## src/rtl/fstore_pkg.sv

```systemverilog
`timescale 1ns/1ps
package fstore_pkg;

  typedef enum logic [0:0] {
    ST_IDLE  = 1'b0,
    ST_WRITE = 1'b1
  } fs_state_e;

  typedef struct packed {
    logic fstart;
    logic lstart;
    logic parity;
  } fs_tag_t;

endpackage

```

## src/rtl/fstore_pos.sv

```systemverilog
`timescale 1ns/1ps
module fstore_pos
  import fstore_pkg::*;
#(
  parameter int WPL = 1440,
  parameter int LPF = 243,
  parameter int AW  = 20
) (
  input  logic          clk,
  input  logic          rst_n,
  input  logic          adv,
  input  fs_tag_t       tag,
  output logic [AW-1:0] addr_n,
  output logic          last_n
);

  localparam int CW = (WPL > 1) ? $clog2(WPL) : 1;
  localparam int LW = (LPF > 1) ? $clog2(LPF) : 1;
  localparam logic [CW-1:0] COL_END  = CW'(WPL - 1);
  localparam logic [LW-1:0] LINE_END = LW'(LPF - 1);

  logic [CW-1:0] col_q, col_n;
  logic [LW-1:0] line_q, line_n;

  always_comb begin
    col_n  = col_q;
    line_n = line_q;
    if (tag.fstart) begin
      col_n  = '0;
      line_n = '0;
    end else if (tag.lstart) begin
      col_n = '0;
      if (line_q != LINE_END) line_n = line_q + 1'b1;
    end else if (col_q != COL_END) begin
      col_n = col_q + 1'b1;
    end
  end

  always_comb begin
    addr_n = AW'({line_n, tag.parity}) * AW'(WPL) + AW'(col_n);
    last_n = tag.parity && (line_n == LINE_END) && (col_n == COL_END);
  end

  always_ff @(posedge clk or negedge rst_n) begin
    if (!rst_n) begin
      col_q  <= '0;
      line_q <= '0;
    end else if (adv) begin
      col_q  <= col_n;
      line_q <= line_n;
    end
  end

endmodule

```

## src/rtl/fstore_seq.sv

```systemverilog
`timescale 1ns/1ps
module fstore_seq
  import fstore_pkg::*;
(
  input  logic clk,
  input  logic rst_n,
  input  logic fifo_empty,
  input  logic mem_done,
  output logic pop,
  output logic busy,
  output logic wr_end
);

  fs_state_e st_q, st_n;

  always_comb begin
    st_n = st_q;
    unique case (st_q)
      ST_IDLE:  if (!fifo_empty) st_n = ST_WRITE;
      ST_WRITE: if (mem_done)    st_n = ST_IDLE;
      default:                   st_n = ST_IDLE;
    endcase
  end

  always_ff @(posedge clk or negedge rst_n) begin
    if (!rst_n) st_q <= ST_IDLE;
    else        st_q <= st_n;
  end

  assign pop    = (st_q == ST_IDLE) && !fifo_empty;
  assign busy   = (st_q == ST_WRITE);
  assign wr_end = busy && mem_done;

endmodule

```

## src/rtl/fstore_wr.sv

```systemverilog
`timescale 1ns/1ps
module fstore_wr
  import fstore_pkg::*;
#(
  parameter int DATA_W          = 8,
  parameter int WORDS_PER_LINE  = 1440,
  parameter int LINES_PER_FIELD = 243,
  localparam int FRAME_W = 2 * WORDS_PER_LINE * LINES_PER_FIELD,
  localparam int ADDR_W  = $clog2(FRAME_W),
  localparam int TAG_W   = DATA_W + 3
) (
  input  logic              clk,
  input  logic              rst_n,
  input  logic [TAG_W-1:0]  fifo_rdata,
  input  logic              fifo_empty,
  output logic              fifo_rd,
  output logic [ADDR_W-1:0] mem_addr,
  output logic [DATA_W-1:0] mem_wdata,
  output logic              mem_wr,
  input  logic              mem_done,
  output logic              frame_done
);

  logic [1:0] sync_q;
  logic       rst_q;

  always_ff @(posedge clk or negedge rst_n) begin
    if (!rst_n) sync_q <= 2'b00;
    else        sync_q <= {sync_q[0], 1'b1};
  end
  assign rst_q = sync_q[1];

  fs_tag_t            tag;
  logic [ADDR_W-1:0]  addr_n, addr_q;
  logic [DATA_W-1:0]  data_q;
  logic               last_n, last_q, done_q;
  logic               pop, busy, wr_end;

  assign tag = fs_tag_t'(fifo_rdata[TAG_W-1:DATA_W]);

  fstore_seq u_seq (
    .clk        (clk),
    .rst_n      (rst_q),
    .fifo_empty (fifo_empty),
    .mem_done   (mem_done),
    .pop        (pop),
    .busy       (busy),
    .wr_end     (wr_end)
  );

  fstore_pos #(
    .WPL (WORDS_PER_LINE),
    .LPF (LINES_PER_FIELD),
    .AW  (ADDR_W)
  ) u_pos (
    .clk    (clk),
    .rst_n  (rst_q),
    .adv    (pop),
    .tag    (tag),
    .addr_n (addr_n),
    .last_n (last_n)
  );

  always_ff @(posedge clk or negedge rst_q) begin
    if (!rst_q) begin
      addr_q <= '0;
      data_q <= '0;
      last_q <= 1'b0;
    end else if (pop) begin
      addr_q <= addr_n;
      data_q <= fifo_rdata[DATA_W-1:0];
      last_q <= last_n;
    end
  end

  always_ff @(posedge clk or negedge rst_q) begin
    if (!rst_q) done_q <= 1'b0;
    else        done_q <= wr_end && last_q;
  end

  assign fifo_rd    = pop;
  assign mem_addr   = addr_q;
  assign mem_wdata  = data_q;
  assign mem_wr     = busy;
  assign frame_done = done_q;

endmodule

```

## config.mk

```make
export PLATFORM = sky130hd
export DESIGN_NAME = fstore_wr
export DESIGN_NICKNAME = d
export VERILOG_FILES = /design/src/rtl/fstore_pkg.sv /design/src/rtl/fstore_pos.sv /design/src/rtl/fstore_seq.sv /design/src/rtl/fstore_wr.sv
export SDC_FILE = /design/constraint.sdc
export NUM_CORES = 1
export LEC_CHECK = 0
export BUFFER_PORTS_ARGS = -buffer_cell sky130_fd_sc_hd__buf_2
export CORE_MARGIN = 5
export CORE_UTILIZATION = 35
export CTS_BUF_LIST = sky130_fd_sc_hd__clkbuf_16
export CTS_CLUSTER_SIZE = 8
export DETAILED_ROUTE_END_ITERATION = 8
export GPL_TIMING_DRIVEN = 0
export PLACE_DENSITY = 0.6
export SYNTH_ARGS = -nofsm -noshare
export SYNTH_HDL_FRONTEND = slang
export SYNTH_HIERARCHICAL = 1
export SYNTH_SLANG_ARGS = --single-unit
```

## constraint.sdc

```tcl
create_clock -name clk -period 2 [get_ports clk]
set_input_delay 0.4 -clock clk [delete_from_list [all_inputs] [get_ports clk]]
set_output_delay 0.4 -clock clk [all_outputs]
set_load 0.005 [all_outputs]
```

==> run_results.csv <==
group,metric,value,unit
floorplanning,die_y,120.0,µm
cts,clk_path_buf_depth,2,
logic_synthesis,ys_ff_latch,52,
logic_synthesis,syn-cell-area,0.004232,mm²
cts,cts-root-buf,"clkbuf_16",
sta,worst_slew_pin_slew,0.5530,ns
cts,clk_pin_slew_worst_paths,0.07,ns
routing,drt_iter0_drc,152,
sta,max_slew_margin,63.13,%
run_status,violations,"negative setup slack",
routing,dr_wl_met2,5394,µm
flow_run,max-cap-violations,0,
floorplanning,start_util,35.53,%
cts,cts_tree,"built",
worst_setup_path,path_class,"flip-flop to flip-flop",
worst_setup_path,path_common_cell,"ha_4",
worst_setup_path,cp_max_fo,5,
floorplanning,pin_count,46,
logic_synthesis,avgSynthCellArea,9.750,µm²
place,dp_cells,626,
final_layout,utilization,47.97,%
grt,grtUsageTotal,14.24,%
final_layout,antennaDiodeCount,0,
place,io_buffers,44,
worst_setup_path,crit_path_start_kind,"flip-flop",
floorplanning,row_count,40,
logic_synthesis,synth-edff-count,0,
sta,post-route-period-util,237.0,%
place,routabilityCongestion,0.8817,
worst_setup_path,cp_slowest_cell,"fa_1",
cts,cts_buffers,5,
cts,clock_latency,0.29,ns
routing,wl,10450,µm
sta,skew,0.01151,ns
logic_synthesis,yosysSeqAreaShare,30.75,%
floorplanning,chipWidth,120.0,µm
sta,hold_viol_final,0,
final_layout,layout-drive-gt1-share,44.44,%
sta,timing.fmax,211.0,MHz
sta,drv_slew,0,
pwr,p_leak,0.002582,µW
routing,via_per_inst,5.194,
run_status,outcome,"finished with violations",
final_layout,syn_to_final_growth,35.04,%
floorplanning,die-area,0.01439,mm²
min_path,hp-class,"flip-flop to async pin",
pwr,seqPwrFrac,33.0,%
grt,grt_pass1_wl,17260,µm
cts,htreeDepth,2,
final_layout,nNetsFinal,581,
pwr,power_density,676.1,mW/mm²
routing,wl_met3,273,µm
sta,setup_violations,17,
pwr,peakVddDrop,0.4900,mV
place,dp_hpwl,7395,µm
logic_synthesis,syn_nets,494,
grt,first_global_vias,3621,
final_layout,instances_no_fill,669,
logic_synthesis,synth.distinct_cells,67,
worst_setup_path,arrival,4.91,ns
worst_setup_path,cp_cell_sequence,"clkbuf_8 > clkinv_4 > ha_4 > nand2_2 > o41a_1 > xnor2_2 > nor2_2 > ha_4 > inv_2 > fa_1 > fa_1 > inv_2 > ha_4 > a211oi_4 > o211ai_1 > buf_4 > a221oi_2 > xnor2_1 > nand4b_1 > xnor2_1 > mux2_2",
worst_setup_path,critPathBufInv,5,
worst_setup_path,endpoint_kind,"flip-flop",
pwr,clockPowerShare,28.2,%
logic_synthesis,synthCells,434,
pwr,p_comb_share,38.8,%
routing,wl_met1,4696,µm
sta,finalCriticalPeriod,4.740,ns
worst_setup_path,critical_path.top_delay_family,"adder cells",
floorplanning,core-area,0.01191,mm²
sta,rsz0062_at_grt,"yes",
logic_synthesis,async_reset_ff_share,100.0,%
routing,wl_per_cell,15.62,µm
routing,top_layer_used,"met4",
pwr,power.internal,2685,µW
pwr,switching_share,30.51,%
worst_setup_path,critPathMaxStageDelay,0.51,ns
worst_setup_path,critPathRequiredTime,2.18,ns
pwr,switching_power,1179,µW
routing,drt-pass1-iter-count,4,
grt,grt-ovfl-total,0,
cts,clock_sinks,52,
sta,setup_slack,-2.740,ns
grt,antenna_found_initial,0,
logic_synthesis,yosys_warnings,6,
routing,via_count,3475,
logic_synthesis,synth_top_flop_cell,"dfrtp_1",
routing,drc,0,
routing,ant_nets,0,
grt,grt_max_degree,37,
path summary, 6_finish.rpt:
| kind | from | to | slack [ns] | depth (start not counted) |
|---|---|---|---|---|
| worst max-delay path | u_pos/line_q[0] | mem_addr[19] | -2.74 | 21 |
| worst min-delay path | sync_q[1] | mem_wdata[0] | 0.17 | 0 |
| worst max register to register | u_pos/line_q[0] | mem_addr[19] | -2.74 | 21 |
| worst min register to register | sync_q[1] | mem_wdata[0] | 0.17 | 0 |
| max in group asynchronous | sync_q[1] | u_pos/line_q[5] | 1.29 | 1 |
| min in group clk | mem_done | u_seq/busy | 0.30 | 2 |
kinds of logic after synthesis:
kind of cell | synth area share, %
AOI/OAI and AO/OA | 13.01
xor gates and xnor gates | 6.416
adders and majority gates | 15.08
buffers and inverters | 5.943
DFF | 30.75
muxes | 12.77
other | 0.08862
and+or+nand+nor | 15.94
cell usage in the layout, fill, tap and decap left out, types with 6 or more instances in the layout:
master    Yosys  routed
ha_4          0      10
o211ai_1      6       6
dfrtp_1      52      43
nor2_1       25      20
o21ai_0      16      10
dfrtp_2       0       9
fa_1         10       9
a21oi_1      18      14
mux2_2       32      29
nand2b_1      9       8
buf_2         3      47
xnor2_1      21      17
nand2_1      24      22
inv_1        40      36
xor2_1       10       7
nor3_1       14       8
nand3_1      10       9
mux2_4       10      13
buf_4         5      36
ha_1         35      21
worst reg2reg max path, stage by stage, from the launching register on:
cell and delay [ns]:
dfrtp_1 0.38, clkbuf_8 0.15, clkinv_4 0.05, ha_4 0.11, nand2_2 0.05, o41a_1 0.40
xnor2_2 0.23, nor2_2 0.08, ha_4 0.31, inv_2 0.04, fa_1 0.44, fa_1 0.51
inv_2 0.05, ha_4 0.19, a211oi_4 0.27, o211ai_1 0.18, buf_4 0.17, a221oi_2 0.25
xnor2_1 0.22, nand4b_1 0.15, xnor2_1 0.15, mux2_2 0.26
final cells by class:
class                      count  area, µm²
fill                        1081       6197
buffer                        16      110.1
sequential                    52       1313
multi-input combinational    325       3227
timing repair buffer          81      536.8
clock buffer                   5      125.1
tap                          147      183.9
inverter                      40      155.1
clock inverter                 3      63.81
stage by stage:
stage          instance area, µm²  setup slack, ns  hold WS [ns]  power, µW  TNS [ns]
4_1_cts                      5492           -2.718        0.1863       3798    -28.83
2_1_floorplan                4417           -2.473        0.1044       2152    -26.09
3_3_place_gp                 4821           -2.957        0.1866       2441    -38.03
3_5_place_dp                 4842           -2.993        0.1806       2469    -32.96
6_report                     5714           -2.740        0.1733       3863    -29.49
5_1_grt                      5714           -2.941        0.2114       4103    -31.67
synthesized netlist by cell type (2+ instances only):
master	count	share of area [%]
buf_4	5	0.89
a21o_1	2	0.35
buf_6	2	0.53
o211ai_1	6	1.1
or3_1	2	0.30
nand4b_1	4	0.83
and2_1	4	0.59
a211oi_1	4	0.71
nor2_1	25	2.2
nand3_1	10	1.2
dfrtp_1	52	31
nand2b_1	9	1.3
o221ai_1	2	0.41
mux2_4	10	3.5
o31ai_1	2	0.35
or4_1	3	0.53
fa_1	10	4.7
buf_2	3	0.35
xnor2_1	21	4.3
nand2_1	24	2.1
nand4_1	2	0.30
and3_1	3	0.44
o21ai_1	4	0.47
ha_1	35	10
clkbuf_1	7	0.62
inv_1	40	3.5
o21a_1	4	0.71
o2111a_1	2	0.53
a31oi_1	3	0.44
a21oi_1	18	2.1
nor4_1	4	0.59
xor2_1	10	2.1
o21bai_1	5	0.89
o21ai_0	16	1.9
or2_2	2	0.30
nor2b_1	2	0.30
nor3_1	14	1.7
mux2i_1	3	0.71
mux2_2	32	8.5
power by group through the flow:
stage / sequential (µW) / clock, µW / combinational (µW)
floorplan: 1310 / 0 / 847
global placement: 1300 / 0 / 1140
detailed placement: 1290 / 0 / 1180
CTS: 1270 / 1130 / 1390
global route: 1300 / 1170 / 1640
finish: 1280 / 1090 / 1500
state kept, by name, summed over array words and instances, names as in the netlist:
register and flops:
u_seq/busy 1, last_q 1, mem_wdata 8, u_pos/col_q 11, sync_q 2, mem_addr 20, frame_done 1, u_pos/line_q 8
routing by layer:
layer / global-route usage, % / up-vias
met1: 18.58 / 1701
met4: 3.221 / 0
met2: 24.97 / 63
li1: - / 1703
met5: 0 / -
met3: 1.979 / 8
what timing repair did:
| action | in CTS | in global routing |
|---|---|---|
| hold endpoints to repair | 2 | 0 |
| pin swaps | 22 | 22 |
| hold buffers | 1 | 0 |
| setup buffers | 28 | 7 |
| resized for setup | 43 | 37 |
| setup endpoints to repair | 27 | 28 |
(Power assumes the default switching activity.)
